$ cat src/rtl/snoop_pkg.sv
package snoop_pkg;

   typedef enum logic [1:0] {
      BUS_IDLE  = 2'd0,
      BUS_MISS  = 2'd1,
      BUS_INVAL = 2'd2
   } bus_op_e;

   typedef enum logic [1:0] {
      LN_INV = 2'd0,
      LN_SHR = 2'd1,
      LN_MOD = 2'd2
   } line_st_e;

endpackage

$ cat src/rtl/snoop_prio_arb.sv
module snoop_prio_arb #(
   parameter int N = 3
) (
   input  logic [N-1:0] req,
   output logic [N-1:0] gnt
);
   // Lowest index wins; a thermometer of "already taken" ripples upward.
   logic [N:0] taken;

   assign taken[0] = 1'b0;

   for (genvar i = 0; i < N; i++) begin : g_slot
      assign gnt[i]     = req[i] & ~taken[i];
      assign taken[i+1] = taken[i] | req[i];
   end

endmodule

$ cat src/rtl/snoop_line.sv
module snoop_line
   import snoop_pkg::*;
#(
   parameter int DATA_W     = 8,
   parameter bit WRITE_BACK = 1'b1
) (
   input  logic              clk,
   input  logic              rst_n,
   input  logic              own_gnt,
   input  logic              own_write,
   input  logic [DATA_W-1:0] own_wdata,
   input  logic [DATA_W-1:0] fill_data,
   input  bus_op_e           bus_op,
   output line_st_e          st,
   output logic [DATA_W-1:0] val
);
   localparam line_st_e WR_ST = WRITE_BACK ? LN_MOD : LN_SHR;

   always_ff @(posedge clk) begin
      if (!rst_n) begin
         st  <= LN_INV;
         val <= '0;
      end else if (own_gnt) begin
         if (own_write) begin
            val <= own_wdata;
            st  <= WR_ST;
         end else if (st == LN_INV) begin
            val <= fill_data;
            st  <= LN_SHR;
         end
      end else if (bus_op == BUS_INVAL) begin
         st <= LN_INV;
      end else if (bus_op == BUS_MISS && st == LN_MOD) begin
         st <= LN_SHR;
      end
   end

endmodule

$ cat src/rtl/snoop_backing.sv
module snoop_backing
   import snoop_pkg::*;
#(
   parameter int              DATA_W     = 8,
   parameter bit              WRITE_BACK = 1'b1,
   parameter logic [DATA_W-1:0] MEM_INIT = '0
) (
   input  logic              clk,
   input  logic              rst_n,
   input  bus_op_e           bus_op,
   input  logic [DATA_W-1:0] wr_data,
   input  logic              owner_hit,
   input  logic [DATA_W-1:0] owner_data,
   output logic [DATA_W-1:0] mem
);
   if (WRITE_BACK) begin : g_wb
      // Memory refreshed only when a dirty owner supplies a miss.
      always_ff @(posedge clk) begin
         if (!rst_n)                              mem <= MEM_INIT;
         else if (bus_op == BUS_MISS && owner_hit) mem <= owner_data;
      end
   end else begin : g_wt
      // Memory follows every invalidating write.
      always_ff @(posedge clk) begin
         if (!rst_n)                  mem <= MEM_INIT;
         else if (bus_op == BUS_INVAL) mem <= wr_data;
      end
   end

endmodule

$ cat src/rtl/snoop_inval_ctrl.sv
module snoop_inval_ctrl
   import snoop_pkg::*;
#(
   parameter int                NUM_CACHES = 3,
   parameter int                DATA_W     = 8,
   parameter bit                WRITE_BACK = 1'b1,
   parameter logic [DATA_W-1:0] MEM_INIT   = '0
) (
   input  logic                         clk,
   input  logic                         rst_n,
   input  logic [NUM_CACHES-1:0]        req_valid,
   input  logic [NUM_CACHES-1:0]        req_write,
   input  logic [NUM_CACHES*DATA_W-1:0] req_wdata,
   output logic [NUM_CACHES-1:0]        grant,
   output logic [1:0]                   bus_op,
   output logic [NUM_CACHES-1:0]        line_valid,
   output logic [NUM_CACHES-1:0]        line_dirty,
   output logic [NUM_CACHES*DATA_W-1:0] line_data,
   output logic [DATA_W-1:0]            mem_value
);
   localparam int N = NUM_CACHES;

   if (N < 2 || N > 4) begin : g_bad_count
      $error("snoop_inval_ctrl: NUM_CACHES must be 2..4");
   end
   if (DATA_W < 1) begin : g_bad_width
      $error("snoop_inval_ctrl: DATA_W must be at least 1");
   end

   logic [N-1:0]      gnt;
   line_st_e          st   [N];
   logic [DATA_W-1:0] val  [N];
   logic [N-1:0]      mod_vec;
   logic              g_write;
   logic [1:0]        g_st_bits;
   logic [DATA_W-1:0] g_wdata;
   logic              owner_hit;
   logic [DATA_W-1:0] owner_data;
   logic [DATA_W-1:0] fill;
   logic [DATA_W-1:0] mem;
   bus_op_e           op;

   snoop_prio_arb #(.N(N)) u_arb (
      .req (req_valid),
      .gnt (gnt)
   );

   // One-hot OR-muxes over the granted agent and the Modified owner.
   always_comb begin
      g_write    = 1'b0;
      g_st_bits  = '0;
      g_wdata    = '0;
      owner_data = '0;
      for (int i = 0; i < N; i++) begin
         g_write    = g_write   | (gnt[i] & req_write[i]);
         g_st_bits  = g_st_bits | ({2{gnt[i]}} & 2'(st[i]));
         g_wdata    = g_wdata   | ({DATA_W{gnt[i]}} & req_wdata[i*DATA_W +: DATA_W]);
         owner_data = owner_data | ({DATA_W{mod_vec[i]}} & val[i]);
      end
   end

   assign owner_hit = |mod_vec;
   assign fill      = owner_hit ? owner_data : mem;

   always_comb begin
      op = BUS_IDLE;
      if (|gnt) begin
         if (g_write) op = (line_st_e'(g_st_bits) == LN_MOD) ? BUS_IDLE : BUS_INVAL;
         else         op = (line_st_e'(g_st_bits) == LN_INV) ? BUS_MISS : BUS_IDLE;
      end
   end

   for (genvar i = 0; i < N; i++) begin : g_line
      snoop_line #(
         .DATA_W     (DATA_W),
         .WRITE_BACK (WRITE_BACK)
      ) u_line (
         .clk       (clk),
         .rst_n     (rst_n),
         .own_gnt   (gnt[i]),
         .own_write (req_write[i]),
         .own_wdata (req_wdata[i*DATA_W +: DATA_W]),
         .fill_data (fill),
         .bus_op    (op),
         .st        (st[i]),
         .val       (val[i])
      );
      assign mod_vec[i]                    = (st[i] == LN_MOD);
      assign line_valid[i]                 = (st[i] != LN_INV);
      assign line_dirty[i]                 = mod_vec[i];
      assign line_data[i*DATA_W +: DATA_W] = val[i];
   end

   snoop_backing #(
      .DATA_W     (DATA_W),
      .WRITE_BACK (WRITE_BACK),
      .MEM_INIT   (MEM_INIT)
   ) u_mem (
      .clk        (clk),
      .rst_n      (rst_n),
      .bus_op     (op),
      .wr_data    (g_wdata),
      .owner_hit  (owner_hit),
      .owner_data (owner_data),
      .mem        (mem)
   );

   assign grant     = gnt;
   assign bus_op    = 2'(op);
   assign mem_value = mem;

endmodule

$ cat config.mk
export PLATFORM = sky130hd
export DESIGN_NAME = snoop_inval_ctrl
export DESIGN_NICKNAME = d
export VERILOG_FILES = /design/src/rtl/snoop_pkg.sv /design/src/rtl/snoop_prio_arb.sv /design/src/rtl/snoop_line.sv /design/src/rtl/snoop_backing.sv /design/src/rtl/snoop_inval_ctrl.sv
export SDC_FILE = /design/constraint.sdc
export NUM_CORES = 1
export LEC_CHECK = 0
export ABC_AREA = 1
export BUFFER_PORTS_ARGS = -buffer_cell sky130_fd_sc_hd__clkbuf_2
export CAP_MARGIN = 20
export CORE_ASPECT_RATIO = 1.75
export CORE_MARGIN = 4
export CORE_UTILIZATION = 47
export CTS_CLUSTER_DIAMETER = 30
export CTS_CLUSTER_SIZE = 20
export DETAILED_ROUTE_END_ITERATION = 8
export HOLD_SLACK_MARGIN = 0.15
export PLACE_DENSITY = 0.85
export SLEW_MARGIN = 30
export SYNTH_ARGS = -nofsm -noshare
export SYNTH_HDL_FRONTEND = slang
export SYNTH_HIERARCHICAL = 1
export SYNTH_SLANG_ARGS = --single-unit
$ cat constraint.sdc
create_clock -name clk -period 1.66 [get_ports clk]
set_input_delay 0.166 -clock clk [delete_from_list [all_inputs] [get_ports clk]]
set_output_delay 0.166 -clock clk [all_outputs]
set_load 0.03 [all_outputs]
==> metrics.md <==
| Metric | Value |
|---|---|
| Outcome | complete, no violations |
| Worst Setup Path Type | reg2out |
| Post-Syn Instances | ~420 |
| Cts bufs inserted | 5 |
| Fin crit share | 0.9774 |
| Total core area | approximately 0.0050 mm² |
| Pin count of the biggest net entering global routing | 39 |
| # DRC | 0 |
| Crit path from | g_line[1].u_line/st[1]$_SDFFE_PN0P_ |
| WP depth | 4 |
| First-pass GRT wire length | 11970 µm |
| Clock buffer depth | 2 |
| Total number of vias | approximately 2.8k |
| FP Rows | 34 |
| Routability cong. | 0.8672 |
| Internal reg-to-reg setup slack | 100 ps |
| Pre-CTS setup slack | -43.50 ps |
| Startpoint types | register |
| Type of the most critical hold path | in2reg |
| Total power draw | 0.002474 W |
| CP arrival | 1460 ps |
| Synth Cell Area | 0.002476 mm² |
| CTS tree | built |
| # IOs | 75 |
| Slew HR | 0.5551 |
| Clk_skew | 6.083 ps |
| Slowest-stage cell, CP | dfxtp_2 |
| Routed wire length per instance | about 13 µm |
| Clk slew on worst S/H paths | 70 ps |
| Crit end category | primary output |
| Area grow syn2layout | 23.19% |
| Worst slew pin tran | roughly 670 ps |
| H-tree depth | 2 |
| Most used routing layer in global routing | met2 |
| Worst Slack Setup Final | ~37 ps |
| Number of antenna violations at the first check in global routing | 0 |
| Met2 Use GR | 0.4074 |
| Die width | approximately 63 µm |
| Pleak | around 1.8 nW |
| CP Cell Sequence | nand2_1 > nand3_1 > a21oi_4 > buf_2 |
| Clock sink count | 38 |
| Total global-route track usage | 0.2264 |
| Number of routed nets with antenna violations | 0 |
| Max-cap violations | 0 |
| Worst Path Max Fanout | 8 |
| Yosys warning count | 6 |
| Crit-path max cell delay | about 350 ps |
| Hold slack | roughly 200 ps |
| M1 GR Usage | 0.2361 |
| Peak VDD IR | 0.4819 mV |
| Fraction of layout cells with a size suffix above 1 | 0.2888 |
| DP Wirelength | between 5000 and 6000 µm |
| Top delay family on crit path | flip-flops |
| Met3 Use GR | 0.03568 |
| Initial core utilization | 0.4933 |
| Slew Viols, Final | 0 |
| Critical Path RT | between 1000 and 1500 ps |
| Syn avg cell area | between 5 and 6 µm² |
| Skew-Pair Late Insertion Delay | 290 ps |
| Dpl cell area | 0.002905 mm² |
| Crit Reg-Reg Startpoint | g_line[1].u_line/st[0]$_SDFFE_PN0P_ |
| Buf+Inv Stages, Crit Path | 1 |
| N_diodes | 0 |
| DR vias/cell | 5.117 |
| Port bufs | 74 |
| Pre-antenna DRT Iters | 5 |
| Vias in the first global route | around 2.7k |
| PwrDens | 810.9 mW/mm² |
| Final hold vios | 0 |
| Top achievable clock speed | around 600 MHz |
| RSZ-0062 raised after global routing | true |
| Final Critical Period | 1623 ps |
| Total grt overflow | 0 |
| Clock Tree Root | clkbuf_8 |
| RR Endpoint | g_line[2].u_line/st[1]$_SDFFE_PN0P_ |
| Initial DRC Count | 85 |
| Worst Reg-to-Reg Cells | 12 |
| Die area | 0.006539 mm² |
| Hold Crit Depth | 5 |
| Crit path to | bus_op[1] |
| # setup viols final | 0 |
| Post-Route WL | 7416 µm |
| Die Ht | 104.0 µm |
| Synthesized Nets | between 400 and 500 |
| Nets@finish | 534 |
| Fin area | between 0.003 and 0.004 mm² |
## worst min-delay path: cells and delay by family
family,cells,cell delay [ps]
and+or+nand+nor,4,210
buffers and inverters,1,80
## report_power, final
part	internal (W)	total, W	switching, W
Clock	0.000289	0.000607	0.000317
Sequential	0.000989	0.00106	0.0000704
Combinational	0.000254	0.000808	0.000554
## layout by cell type (no fill, tap or decap), drive strengths merged
master  instances
nand4           8
buf            13
nand2         147
nand3          19
inv            61
a21oi          10
o21ai          30
clkbuf         80
or2             3
dfxtp          38
nor2           93
## state kept, by name (all words and copies together), names as in the netlist
name,cells
g_line.u_line/val,24
u_mem/mem,8
g_line.u_line/st,6
## stage by stage
| stage | TNS (ps) | utilization | instances |
|---|---|---|---|
| floorplan | 0 | - | 421 |
| global placement | 0 | 0.5788 | 546 |
| detailed placement | -152.3 | 0.5788 | 546 |
| CTS | 0 | 0.5975 | 555 |
| global route | -63.98 | 0.6077 | 556 |
| finish | 0 | 0.6077 | 556 |
## cell type report
cell class | instances | area [µm²]
clock buffer | 7 | 76.32
inverter | 61 | 229.0
sequential | 38 | 769.5
fill | 495 | 1969
tap | 54 | 67.56
multi-input combinational | 310 | 1441
timing repair buffer | 86 | 466.7
## worst min path at each step
stage / startpoint / endpoint
2_1_floorplan: rst_n / g_line[0].u_line/st[1]$_SDFFE_PN0P_
3_5_place_dp: req_wdata[1] / g_line[0].u_line/val[1]$_SDFFE_PN0P_
5_1_grt: req_wdata[14] / g_line[1].u_line/val[6]$_SDFFE_PN0P_
3_3_place_gp: req_wdata[7] / g_line[0].u_line/val[7]$_SDFFE_PN0P_
4_1_cts: req_wdata[1] / g_line[0].u_line/val[1]$_SDFFE_PN0P_
6_report: req_wdata[1] / g_line[0].u_line/val[1]$_SDFFE_PN0P_
## timing repair
action	4_1_cts	5_1_grt
gates resized for setup	1	18
endpoints found under the setup margin	1	16
pin swaps	1	5
cloned	0	0
hold buffers	0	0
buffers inserted	2	1
## metal layers
metal | part of all wire | vias to the layer above
met2 | 0.54 | 108
met4 | 0.048 | 0
met1 | 0.36 | 1271
li1 | - | 1443
met5 | 0 | -
met3 | 0.052 | 23
(Power assumes the default switching activity.)
